--- src/rtl/tpat_pkg.sv ---
package tpat_pkg;

    localparam int CH_W = 8;

    typedef enum logic [2:0] {
        BAR_WHITE   = 3'd0,
        BAR_YELLOW  = 3'd1,
        BAR_CYAN    = 3'd2,
        BAR_GREEN   = 3'd3,
        BAR_MAGENTA = 3'd4,
        BAR_RED     = 3'd5,
        BAR_BLUE    = 3'd6,
        BAR_BLACK   = 3'd7
    } bar_e;

    typedef enum logic {
        PIN_IRQ = 1'b0,
        PIN_CLK = 1'b1
    } pin_mode_e;

    typedef struct packed {
        logic [CH_W-1:0] r;
        logic [CH_W-1:0] g;
        logic [CH_W-1:0] b;
    } rgb_t;

    // Full-amplitude primaries: each channel is on or off depending on one index bit.
    function automatic rgb_t bar_colour(bar_e idx);
        rgb_t c;
        c.r = {CH_W{~idx[1]}};
        c.g = {CH_W{~idx[2]}};
        c.b = {CH_W{~idx[0]}};
        return c;
    endfunction

endpackage

--- src/rtl/tpat_strap_latch.sv ---
module tpat_strap_latch (
    input  logic clk_i,
    input  logic rst_i,
    input  logic strap_pin_i,
    output logic test_mode_o
);
    logic strap_q;

    // Tracks the pin during reset; the last reset edge leaves the final value.
    always_ff @(posedge clk_i) begin
        if (rst_i) strap_q <= strap_pin_i;
    end

    assign test_mode_o = ~strap_q & ~rst_i;

    assert_strap_hold_R1: assert property (@(posedge clk_i) disable iff (rst_i)
        !$past(rst_i) |-> $stable(test_mode_o));
endmodule

--- src/rtl/tpat_irq_flags.sv ---
module tpat_irq_flags #(
    parameter int N_EVT = 4
) (
    input  logic             clk_i,
    input  logic             rst_i,
    input  logic [N_EVT-1:0] set_i,
    input  logic [N_EVT-1:0] clr_i,
    input  logic [N_EVT-1:0] en_i,
    output logic             pend_o
);
    logic [N_EVT-1:0] flag_q;

    for (genvar i = 0; i < N_EVT; i++) begin : g_flag
        always_ff @(posedge clk_i) begin
            if (rst_i)         flag_q[i] <= 1'b0;
            else if (set_i[i]) flag_q[i] <= 1'b1;
            else if (clr_i[i]) flag_q[i] <= 1'b0;
        end

        assert_set_wins_R3: assert property (@(posedge clk_i) disable iff (rst_i)
            set_i[i] |=> flag_q[i]);
        assert_sticky_R3: assert property (@(posedge clk_i) disable iff (rst_i)
            (flag_q[i] && !clr_i[i]) |=> flag_q[i]);
    end

    assign pend_o = |(flag_q & en_i);
endmodule

--- src/rtl/tpat_bar_gen.sv ---
module tpat_bar_gen
    import tpat_pkg::*;
#(
    parameter int LW_BITS = 12
) (
    input  logic               clk_i,
    input  logic               rst_i,
    input  logic               run_i,
    input  logic [LW_BITS-1:0] line_w_i,
    output logic               pix_valid_o,
    output logic [LW_BITS-1:0] pix_x_o,
    output logic [3*CH_W-1:0]  pix_rgb_o
);
    localparam int SEG_BITS = LW_BITS - 3;
    localparam logic [LW_BITS-1:0]  X_ONE   = 1;
    localparam logic [SEG_BITS-1:0] SEG_ONE = 1;

    logic [LW_BITS-1:0]  x_q;
    logic [SEG_BITS-1:0] seg_q;
    logic [2:0]          bar_q;
    logic [SEG_BITS-1:0] seg_w;
    rgb_t                colour;

    assign seg_w = line_w_i[LW_BITS-1:3];

    always_ff @(posedge clk_i) begin
        if (rst_i || !run_i) begin
            x_q   <= '0;
            seg_q <= '0;
            bar_q <= '0;
        end else if (x_q == line_w_i - X_ONE) begin
            x_q   <= '0;
            seg_q <= '0;
            bar_q <= '0;
        end else begin
            x_q <= x_q + X_ONE;
            if (seg_q == seg_w - SEG_ONE) begin
                seg_q <= '0;
                bar_q <= bar_q + 3'd1;
            end else begin
                seg_q <= seg_q + SEG_ONE;
            end
        end
    end

    assign colour      = bar_colour(bar_e'(bar_q));
    assign pix_valid_o = run_i;
    assign pix_x_o     = run_i ? x_q : '0;
    assign pix_rgb_o   = run_i ? colour : '0;

    assert_x_step_R7: assert property (@(posedge clk_i) disable iff (rst_i)
        (run_i && $past(run_i) && !$past(rst_i) && pix_x_o != '0)
            |-> pix_x_o == $past(pix_x_o) + X_ONE);
    assert_x_range_R7: assert property (@(posedge clk_i) disable iff (rst_i)
        run_i |-> pix_x_o < line_w_i);
    assert_line_starts_white_R8: assert property (@(posedge clk_i) disable iff (rst_i)
        (run_i && pix_x_o == '0) |-> pix_rgb_o == {3*CH_W{1'b1}});
endmodule

--- src/rtl/tpat_strap_ctrl.sv ---
module tpat_strap_ctrl
    import tpat_pkg::*;
#(
    parameter int N_EVT   = 4,
    parameter int LW_BITS = 12
) (
    input  logic               clk_i,
    input  logic               rst_i,
    input  logic               ded_pin_i,
    input  logic               sel_clk_i,
    input  logic               pll_clk_i,
    input  logic [N_EVT-1:0]   evt_set_i,
    input  logic [N_EVT-1:0]   evt_clr_i,
    input  logic [N_EVT-1:0]   evt_en_i,
    input  logic [LW_BITS-1:0] line_w_i,
    output logic               shr_pin_o,
    output logic               shr_pin_oe,
    output logic               ded_pin_oe,
    output logic               test_mode_o,
    output logic               pix_valid_o,
    output logic [LW_BITS-1:0] pix_x_o,
    output logic [3*CH_W-1:0]  pix_rgb_o
);
    logic      test_mode;
    logic      pend;
    pin_mode_e mode_q;

    tpat_strap_latch u_strap (
        .clk_i       (clk_i),
        .rst_i       (rst_i),
        .strap_pin_i (ded_pin_i),
        .test_mode_o (test_mode)
    );

    tpat_irq_flags #(.N_EVT(N_EVT)) u_irq (
        .clk_i  (clk_i),
        .rst_i  (rst_i),
        .set_i  (evt_set_i),
        .clr_i  (evt_clr_i),
        .en_i   (evt_en_i),
        .pend_o (pend)
    );

    tpat_bar_gen #(.LW_BITS(LW_BITS)) u_bars (
        .clk_i       (clk_i),
        .rst_i       (rst_i),
        .run_i       (test_mode),
        .line_w_i    (line_w_i),
        .pix_valid_o (pix_valid_o),
        .pix_x_o     (pix_x_o),
        .pix_rgb_o   (pix_rgb_o)
    );

    always_ff @(posedge clk_i) begin
        if (rst_i) mode_q <= PIN_IRQ;
        else       mode_q <= sel_clk_i ? PIN_CLK : PIN_IRQ;
    end

    // Open-drain interrupt: data is low and the enable pulls the line down.
    always_comb begin
        if (mode_q == PIN_CLK) begin
            shr_pin_o  = pll_clk_i;
            shr_pin_oe = 1'b1;
        end else begin
            shr_pin_o  = 1'b0;
            shr_pin_oe = pend;
        end
    end

    assign ded_pin_oe  = pend;
    assign test_mode_o = test_mode;

    assert_pins_quiet_R2: assert property (@(posedge clk_i)
        $past(rst_i) |-> (!ded_pin_oe && !shr_pin_oe));
    assert_irq_mirror_R5: assert property (@(posedge clk_i) disable iff (rst_i)
        (!$past(sel_clk_i) && !$past(rst_i)) |-> (shr_pin_oe == ded_pin_oe && !shr_pin_o));
    assert_clk_drive_R5: assert property (@(posedge clk_i) disable iff (rst_i)
        ($past(sel_clk_i) && !$past(rst_i)) |-> shr_pin_oe);
    assert_no_pix_idle_R9: assert property (@(posedge clk_i)
        !test_mode_o |-> (!pix_valid_o && pix_rgb_o == '0));
endmodule

--- config.mk ---
export PLATFORM = sky130hd
export DESIGN_NAME = tpat_strap_ctrl
export DESIGN_NICKNAME = d
export VERILOG_FILES = /design/src/rtl/tpat_pkg.sv /design/src/rtl/tpat_strap_latch.sv /design/src/rtl/tpat_irq_flags.sv /design/src/rtl/tpat_bar_gen.sv /design/src/rtl/tpat_strap_ctrl.sv
export SDC_FILE = /design/constraint.sdc
export NUM_CORES = 1
export LEC_CHECK = 0
export BUFFER_PORTS_ARGS = -buffer_cell sky130_fd_sc_hd__buf_2
export CAP_MARGIN = 15
export CORE_MARGIN = 2
export CORE_UTILIZATION = 51
export DETAILED_ROUTE_END_ITERATION = 16
export GPL_TIMING_DRIVEN = 0
export PLACE_DENSITY = 0.8
export REMOVE_ABC_BUFFERS = 1
export SLEW_MARGIN = 20
export SYNTH_ARGS = -nofsm -noshare
export SYNTH_HDL_FRONTEND = slang
export SYNTH_SLANG_ARGS = --single-unit
--- constraint.sdc ---
create_clock -name clk_i -period 2.67 [get_ports clk_i]
set_clock_uncertainty 0.05 [all_clocks]
set_input_delay 0.4005 -clock clk_i [delete_from_list [all_inputs] [get_ports clk_i]]
set_output_delay 0.4005 -clock clk_i [all_outputs]
set_load 0.01 [all_outputs]
[Word-level counts from Yosys, hierarchy flattened]
Cells that the tools add are included.
W data, S select, Z words.
Storage, ports and cells
  register bits: 30
  input bits: 29
  output and inout bits: 41
  word-level logic and storage cells: 45
Cells by class
  $add $sub $neg: 5
  equal/unequal tests: 2
  multiplexer cells: 13
  bitwise logic cells: 7
  reduce and logical (&&, ||, !) cells: 9
Operators by type and width (number)
  $mux W24: 1
  $add A12 B1 Y12 const B: 1
  $eq A12 B12 Y1: 1
  $mux W12: 1
  $sub A12 B1 Y12 const B: 1
  $mux W1: 11
  $add A9 B1 Y9 const B: 1
  $eq A9 B9 Y1: 1
  $sub A9 B1 Y9 const B: 1
  $reduce_bool A2 Y1: 4
  $not A1 Y1: 5
  $and A4 B4 Y4: 1
  $reduce_or A4 Y1: 1
  $add A3 B1 Y3 const B: 1
  $reduce_or A3 Y1: 1
  $reduce_or A2 Y1: 1
  $and A1 B1 Y1: 1
  $logic_not A1 Y1: 1
  $logic_or A1 B1 Y1: 1

[Longest topological paths before layout]
Gate-level depths: netlist of run 1.
  word-level depth: 5
  depth in mapped cells: 10
  mapped depth without buffers: 8

[Cells and area by module]
Synthesis of run 1 repeated with hierarchy kept, for this count alone.
Unflattened totals
  cell total of the unflattened synthesis: 250
  area, all modules: 2102.0 µm²
Modules (own cells, without submodules)
  tpat_bar_gen: times used 1, cells an instance 225, area each 1869.3 µm², sequential area each 480.5 µm²
  tpat_irq_flags: times used 1, cells an instance 19, area each 158.9 µm², sequential area each 80.1 µm²
  tpat_strap_ctrl: times used 1, cells an instance 4, area each 40.0 µm², sequential area each 20.0 µm²
  tpat_strap_latch: times used 1, cells an instance 2, area each 33.8 µm², sequential area each 30.0 µm²

[Worst setup path before layout of run 1]
OpenSTA, ideal clock, no wires.
  path type: input -> register
  start point: input line_w_i[3]
  end point: register u_bars.bar_q[2]
  setup time: 0.070 ns
  data arrival time: 2.298 ns
  data required time: 2.550 ns
  setup slack: 0.252 ns
  cell stages on the path: 9
  path buffers: 1
  cells stage by stage: buf_6 -> inv_1 -> ha_1 -> nor3b_1 -> nand2_1 -> xnor2_1 -> a2111o_1 -> or3_1 -> a21oi_1
On the way
  word-level cells in the longest chain between the ends: 3
  elaborated cells between the ends (all ways): 5
  classes of those cells: add/sub: 2; eq/ne: 2; reduce/logical: 1
RTL lines
  from (decl): line tpat_strap_ctrl.sv:15  | input logic [LW_BITS-1:0] line_w_i,
  $sub A12 B1 Y12: line tpat_bar_gen.sv:31  | end else if (x_q == line_w_i - X_ONE) begin
  $eq A12 B12 Y1: line tpat_bar_gen.sv:31
  $reduce_or A2 Y1 (no source line)
  to (signal assigned): line tpat_bar_gen.sv:39  | bar_q <= bar_q + 3'd1;
  to (decl): line tpat_bar_gen.sv:20  | logic [2:0] bar_q;
Parallel ways exist; a longest one is shown, timed or not.
A chain may end at the register's enable or synchronous reset.

[Final worst setup path of run 1]
  start point: input line_w_i[3]
  end point: register u_bars.bar_q[0]
Same word-level chain as after synthesis.

==> summary.txt, run 1 <==
CTS
  • Post-CTS Setup Bufs: 0
  • CTS root buf: clkbuf_8
  • Total clock buffers created by CTS: 5
  • Clock Latency Late Sink: 280 ps
  • CTS tree: yes
  • Clock sinks: 30
  • CTS HTree Levels: 2
  • Clock-pin slew on the worst setup and hold paths: 60 ps
  • Clock tree buffer depth: 2

STA
  • Pins Over Slew Limit: 0
  • Fin crit share: 89.1%
  • Final Hold Fails: 0
  • Fin crit period: 2380 ps
  • Rel. slew slack: 45.8%
  • Unrepaired setup endpoints after global routing: no
  • Setup TNS: 0 ps
  • Worst-margin pin slew: 809 ps
  • Hold slack: 248 ps
  • Setup violators final: 0
  • Max Fclk: 420 MHz

Yosys
  • Area leader, netlist: dfxtp_1
  • Yosys top cell area share: 27.1%
  • Cells after Synth: 262
  • Register area share after synthesis: 28.5%
  • Mapped Area: 2140 µm²
  • Synth top area cells: dfxtp_1, xnor2_1, xor2_1
  • Avg Inst Size Synth: 8.17 µm²
  • Post-synth cell types: 46
  • Synthesis warning total: 0
  • Register bit count reported by yosys: 30

Cells and area
  • Fill cells: 365
  • Nets: 340
  • Share of layout cells above drive strength 1: 28.4%
  • Final Non-Filler Cells: 356
  • Commonest cells after routing, fill and taps aside: buf_2, nor2_1, dfxtp_1, xnor2_1, xor2_1
  • Most common cell after layout, fill and taps aside: buf_2
  • Area grow syn2layout: 15.4%
  • Area of the multi-input gates: 1260 µm²
  • Ant. Diodes: 0
  • Finished Core Util: 61.3%
  • FF+latch area: 611 µm²

Power and ir drop
  • Leak pwr: 0.00105 µW
  • Total power: 1220 µW
  • P per Cell Area: 494 nW/µm²
  • Worst VDD drop: 0.321 mV

Min path
  • Class of the worst hold path: in -> reg

Floorplanning
  • Initial Util: 53.1%
  • Row cnt: 23
  • Total core area: 4030 µm²
  • Top Ports: 70
  • Die Y-Extent: 68.8 µm
  • Die ar.: 4730 µm²
  • Die width: 68.8 µm

Critical path
  • Worst Path Arrival: 2480 ps
  • Worst EP required: 2770 ps
  • Reg2reg setup slack: 460 ps
  • Most used cell, CP: xnor2_1
  • WS Path Type: in -> reg
  • Worst setup EP type: flop
  • CP top delay family: simple AND/OR/NAND/NOR gates
  • CP Max Fanout: 8
  • Slowest CP cell: a2111oi_1
  • Worst Setup Start Kind: input port
  • Crit-path max cell delay: 590 ps
  • CP Cell Sequence: buf_2 > inv_1 > ha_1 > nor3b_2 > xnor2_1 > nand4_1 > a2111oi_1 > xnor2_1 > nor2_1
  • Critical path buffers and inverters: 2

Placed design
  • Inst Count DP: 348
  • Buffers on Ports: 69
  • HPWL Detailed: 3290 µm
  • Gpl congestion: 0.801

Detailed routing
  • Drt drc: 0
  • Final WL: 4210 µm
  • DRT Pass-1 Iters: 4
  • DRT iter0 DRCs: 113
  • Routed length per instance: 11.8 µm
  • DRT antenna net count: 0
  • Routed vias: 1849
  • Post-DR vias/cell: 5.19

Global routing
  • Gr ovfl total: 0
  • Tot GR Track Use: 19.6%
  • Largest net degree at the start of global routing: 16
  • Vias in the first global route: 1558
  • Global-route wire length before repair: 6820 µm
  • Initial antenna violation count: 0

Flow run
  • Max_cap viols: 0

Run status
  • Outcome: finished clean
==> where the power goes <==
group	internal (µW)	switching, µW
Sequential	460	10.3
Clock	398	173
Combinational	77.2	101
Total	935	284
==> final cells by class <==
cell class	count	share of cell area, %
timing repair buffer	69	14.0
clock buffer	6	3.34
inverter	12	1.82
sequential	30	24.7
multi-input combinational	187	51.2
tap	50	2.53
clock inverter	2	2.43
==> per-layer routing <==
metal / track usage, % / up-vias / part of all wire, %
li1: - / 938 / -
met2: 31.4 / 68 / 44
met1: 24.4 / 837 / 46
met4: 8.58 / 0 / 1.7
met5: 0 / - / 0
met3: 5.84 / 6 / 8.0
==> synth_stat cells, drive strengths merged <==
library cell  number
or3                1
a21oi              6
o31ai              2
nor4b              1
nor2              34
nor3               9
and3               1
dfxtp             29
nor3b              2
ha                 6
nand3              9
o211ai             3
a211oi             3
xor2              19
nor4bb             1
o2bb2ai            1
nand4              6
buf               28
nor4               4
nand2             13
inv               12
nor2b              5
edfxtp             1
a21boi             1
mux2i              1
nand2b             2
a2111o             1
a2111oi            1
clkbuf             5
or4                1
and2              13
or2                3
a22oi              3
and4               2
a311oi             1
o22ai              1
xnor2             28
o21ai              3
==> logic make-up after synthesis <==
group | synth area share (%)
fa+ha+maj | 3.51
buf+inv | 12.7
simple gates | 26.3
flops | 28.5
mux | 0.468
xor+xnor | 19.2
compound gates | 9.29
==> sequential cells by signal, indices dropped and copies added, names as in the netlist <==
signal	count
mode_q	1
u_bars.seg_q	9
u_bars.bar_q	3
u_bars.x_q	12
u_strap.strap_q	1
u_irq.flag_q	4
==> worst paths after layout <==
| check | from | end | cells after the start |
|---|---|---|---|
| max | line_w_i[3] | u_bars.bar_q[0] | 9 |
| min | ded_pin_i | u_strap.strap_q | 1 |
| max reg2reg | u_bars.x_q[6] | u_bars.x_q[2] | 6 |
| min reg2reg | u_irq.flag_q[1] | u_irq.flag_q[1] | 2 |
==> what timing repair did <==
| action | CTS | global route |
|---|---|---|
| endpoints found under the setup margin | 0 | 3 |
| gates resized for setup | 0 | 1 |
| hold buffers | 0 | 0 |
==> per-stage QoR <==
| stage | area, µm² | worst slack (ps) |
|---|---|---|
| floorplan | 1910 | 98.6 |
| global placement | 2320 | -115 |
| detailed placement | 2320 | -132 |
| CTS | 2460 | 108 |
| global route | 2470 | 61.9 |
| finish | 2470 | 290 |
(Power assumes the default switching activity.)
==> run 2, diff against run 1 <==
Settings changed: ABC_AREA set to 1, CORE_UTILIZATION 51 to 52, PLACE_DENSITY 0.8 to 0.81.
==> summary.txt, run 2 <==
Global routing
  • Global-route wire length before repair: 7710 µm (was 6820 µm)
  • Vias in the first global route: 1833 (was 1558)
  • Initial antenna violation count: 0 (unchanged)
  • Tot GR Track Use: 19.2% (was 19.6%)
  • Gr ovfl total: 0 (unchanged)
  • Largest net degree at the start of global routing: 16 (unchanged)

Cells and area
  • Largest regs: u_bars.x_q x12, u_bars.seg_q x9, u_irq.flag_q x4 (unchanged)
  • Finished Core Util: 62.7% (was 61.3%)
  • Nets: 414 (was 340)
  • Ant. Diodes: 0 (unchanged)
  • Max FFs per register: 12 (unchanged)
  • Fill cells: 369 (was 365)
  • Area grow syn2layout: 14.2% (was 15.4%)
  • Fin area: 2560 µm² (was 2470 µm²)
  • Most common cell after layout, fill and taps aside: buf_2 (unchanged)
  • Top reg by flops: u_bars.x_q (unchanged)
  • Share of layout cells above drive strength 1: 25.8% (was 28.4%)
  • Commonest cells after routing, fill and taps aside: buf_2, nand2_1, inv_1, nor2_1, dfxtp_1 (was buf_2, nor2_1, dfxtp_1, xnor2_1, xor2_1)

Power and ir drop
  • P per Cell Area: 435 nW/µm² (was 494 nW/µm²)
  • Worst VDD drop: 0.264 mV (was 0.321 mV)
  • Leak pwr: 0.00131 µW (was 0.00105 µW)

Detailed routing
  • DRT antenna net count: 0 (unchanged)
  • Drt drc: 0 (unchanged)
  • DRT Pass-1 Iters: 4 (unchanged)
  • Final WL: 4540 µm (was 4210 µm)
  • Routed vias: 1998 (was 1849)
  • DRT iter0 DRCs: 76 (was 113)
  • Post-DR vias/cell: 4.65 (was 5.19)
  • Routed length per instance: 10.5 µm (was 11.8 µm)

Yosys
  • Post-synth cell types: 28 (was 46)
  • Synth Area in XOR/XNOR: 16.1% (was 19.2%)
  • Synth top area cells: dfxtp_1, xor2_1, nand2_1 (was dfxtp_1, xnor2_1, xor2_1)
  • Mux cell area share after synthesis: 0% (was 0.468%)
  • Yosys top cell area share: 25.9% (was 27.1%)
  • Avg Inst Size Synth: 6.82 µm² (was 8.17 µm²)
  • Number of synthesized flops with an enable pin: 1 (unchanged)
  • Post-Synth Adder-Cell Area: 3.34% (was 3.51%)
  • Register area share after synthesis: 27.2% (was 28.5%)
  • Ys flop type: dfxtp_1 (unchanged)
  • Mapped Area: 2240 µm² (was 2140 µm²)
  • Cells after Synth: 329 (was 262)
  • Synthesis warning total: 0 (unchanged)
  • Post-synth ARST share: 0% (unchanged)
  • Register bit count reported by yosys: 30 (unchanged)
  • Count leader, synth: nand2_1 (was nor2_1)
  • Post-synth top cells: nand2_1, inv_1, nor2_1 (was nor2_1, dfxtp_1, xnor2_1)
  • Area leader, netlist: dfxtp_1 (unchanged)
  • Synth Area in Compound Gates: 2.01% (was 9.29%)
  • Largest family of logic cells by synthesized area: simple AND/OR/NAND/NOR gates (unchanged)
  • Post-synthesis simple-gate area fraction: 33.6% (was 26.3%)

CTS
  • CTS root buf: clkbuf_8 (unchanged)
  • Clock sinks: 30 (unchanged)
  • Total clock buffers created by CTS: 5 (unchanged)
  • Post-CTS Setup Bufs: 0 (unchanged)
  • # hold bufs at CTS: 0 (unchanged)
  • CTS HTree Levels: 2 (unchanged)
  • Clock tree buffer depth: 2 (unchanged)
  • CTS tree: yes (unchanged)
  • Clock Latency Late Sink: 290 ps (was 280 ps)
  • CTS resizes: 0 (unchanged)
  • Clock-pin slew on the worst setup and hold paths: 70 ps (was 60 ps)

Critical path
  • Worst setup EP type: output port (was flop)
  • CP Max Fanout: 15 (was 8)
  • Most used cell, CP: nor2_1 (was xnor2_1)
  • Crit path from: u_strap.strap_q (was line_w_i[3])
  • Worst Setup Start Kind: flop (was input port)
  • Crit-path max cell delay: 420 ps (was 590 ps)
  • Reg2reg start: u_bars.seg_q[3] (was u_bars.x_q[6])
  • WS Path Type: reg -> out (was in -> reg)
  • Worst EP required: 2220 ps (was 2770 ps)
  • Worst Path Arrival: 2050 ps (was 2480 ps)
  • Worst r2r dst: u_bars.seg_q[7] (was u_bars.x_q[2])
  • Reg2reg setup slack: 870 ps (was 460 ps)
  • CP Cell Sequence: nor2_1 > inv_1 > nor2_1 > buf_2 (was buf_2 > inv_1 > ha_1 > nor3b_2 > xnor2_1 > nand4_1 > a2111oi_1 > xnor2_1 > nor2_1)
  • Path depth of the worst reg2reg path: 8 (was 6)
  • Slowest CP cell: nor2_1 (was a2111oi_1)
  • Worst setup path endpoint: pix_rgb_o[14] (was u_bars.bar_q[0])

Floorplanning
  • Row cnt: 23 (unchanged)
  • Die Y-Extent: 69.7 µm (was 68.8 µm)
  • Die width: 69.7 µm (was 68.8 µm)
  • Total core area: 4090 µm² (was 4030 µm²)
  • Die ar.: 4860 µm² (was 4730 µm²)
  • Initial Util: 54.9% (was 53.1%)
  • Top Ports: 70 (unchanged)

STA
  • Fin crit share: 93.6% (was 89.1%)
  • Rel. slew slack: 66.5% (was 45.8%)
  • Setup violators final: 0 (unchanged)
  • Max Fclk: 400 MHz (was 420 MHz)
  • Worst-margin pin slew: 500 ps (was 809 ps)
  • Final Hold Fails: 0 (unchanged)
  • Pins Over Slew Limit: 0 (unchanged)
  • Unrepaired setup endpoints after global routing: yes (was no)
  • Fin crit period: 2500 ps (was 2380 ps)

Min path
  • Class of the worst hold path: in -> reg (unchanged)

Flow run
  • Max_cap viols: 0 (unchanged)

Run status
  • Outcome: finished clean (unchanged)

Placed design
  • Area after DPL: 2450 µm² (was 2320 µm²)
  • Gpl congestion: 0.855 (was 0.801)
  • Buffers on Ports: 69 (unchanged)
  • HPWL Detailed: 3660 µm (was 3290 µm)
run 2: cell count changes in the layout (fill, tap and decap cells not counted), moves of 5 or more:
| cell | before | now |
|---|---|---|
| xnor2_1 | 28 | 8 |
| nand2_1 | 13 | 63 |
| and2_1 | 13 | 0 |
| nor2_2 | 0 | 13 |
| nor2b_1 | 5 | 0 |
| xor2_1 | 19 | 28 |
| nor2_1 | 34 | 49 |
| nand3_1 | 9 | 25 |
| nor3_1 | 9 | 1 |
| inv_1 | 12 | 53 |
run 2: layout make-up:
cell class	count	area, µm²	area share [%]
repair buffers	69	345	13.5
flip-flops and latches	30	611	23.8
clock buffers	6	72.6	2.83
clock inverters	2	37.5	1.46
well taps	50	62.6	2.44
multi-input cells	220	1240	48.2
inverters	53	199	7.76
run 2: cells by family after synthesis:
kind of cell | count (synthesis)
AOI/OAI and AO/OA | 9
xor gates and xnor gates | 38
and+or+nand+nor | 167
buffers and inverters | 79
DFF | 30
adders and majority gates | 6
run 2: report_power, final:
group / internal, µW / switching [µW] / leakage (µW)
Sequential: 460 / 7.25 / 0.000245
Clock: 278 / 185 / 0.0000514
Combinational: 74.2 / 111 / 0.00101
Total: 812 / 304 / 0.00131
run 2: critical path, delay by kind of cell, from the launching register on:
kind	cells	cell delay, ps
AND/OR/NAND/NOR	2	830
flip-flops	1	360
buffers and inverters	2	570
run 2: per-stage QoR:
| step | power (µW) | cells | setup TNS [ps] | worst slack, ps | hold slack (ps) |
|---|---|---|---|---|---|
| 4_1_cts | 1130 | 430 | 0 | 147 | 225 |
| 3_3_place_gp | 659 | 422 | 0 | 315 | 403 |
| 3_5_place_dp | 663 | 422 | 0 | 279 | 423 |
| 2_1_floorplan | 587 | 303 | -3140 | -131 | 389 |
| 5_1_grt | 1160 | 430 | -681 | -39.0 | 228 |
| 6_report | 1120 | 430 | 0 | 170 | 233 |
run 2: routing by layer:
metal  vias up  GRT usage [%]  wire, µm
met3         4           5.09       253
met5         -              0         0
met1       866           23.8      2150
met4         0           4.49        26
li1       1076              -         -
met2        52           33.4      2110
run 2: worst min path at each step:
stage | start | to | slack [ps] | cells after the start
floorplan | u_bars.x_q[0] | u_bars.x_q[0] | 390 | 1
global placement | u_bars.seg_q[0] | u_bars.seg_q[0] | 400 | 1
detailed placement | u_bars.x_q[0] | u_bars.x_q[0] | 420 | 1
CTS | ded_pin_i | u_strap.strap_q | 230 | 1
global route | ded_pin_i | u_strap.strap_q | 230 | 1
finish | ded_pin_i | u_strap.strap_q | 230 | 1
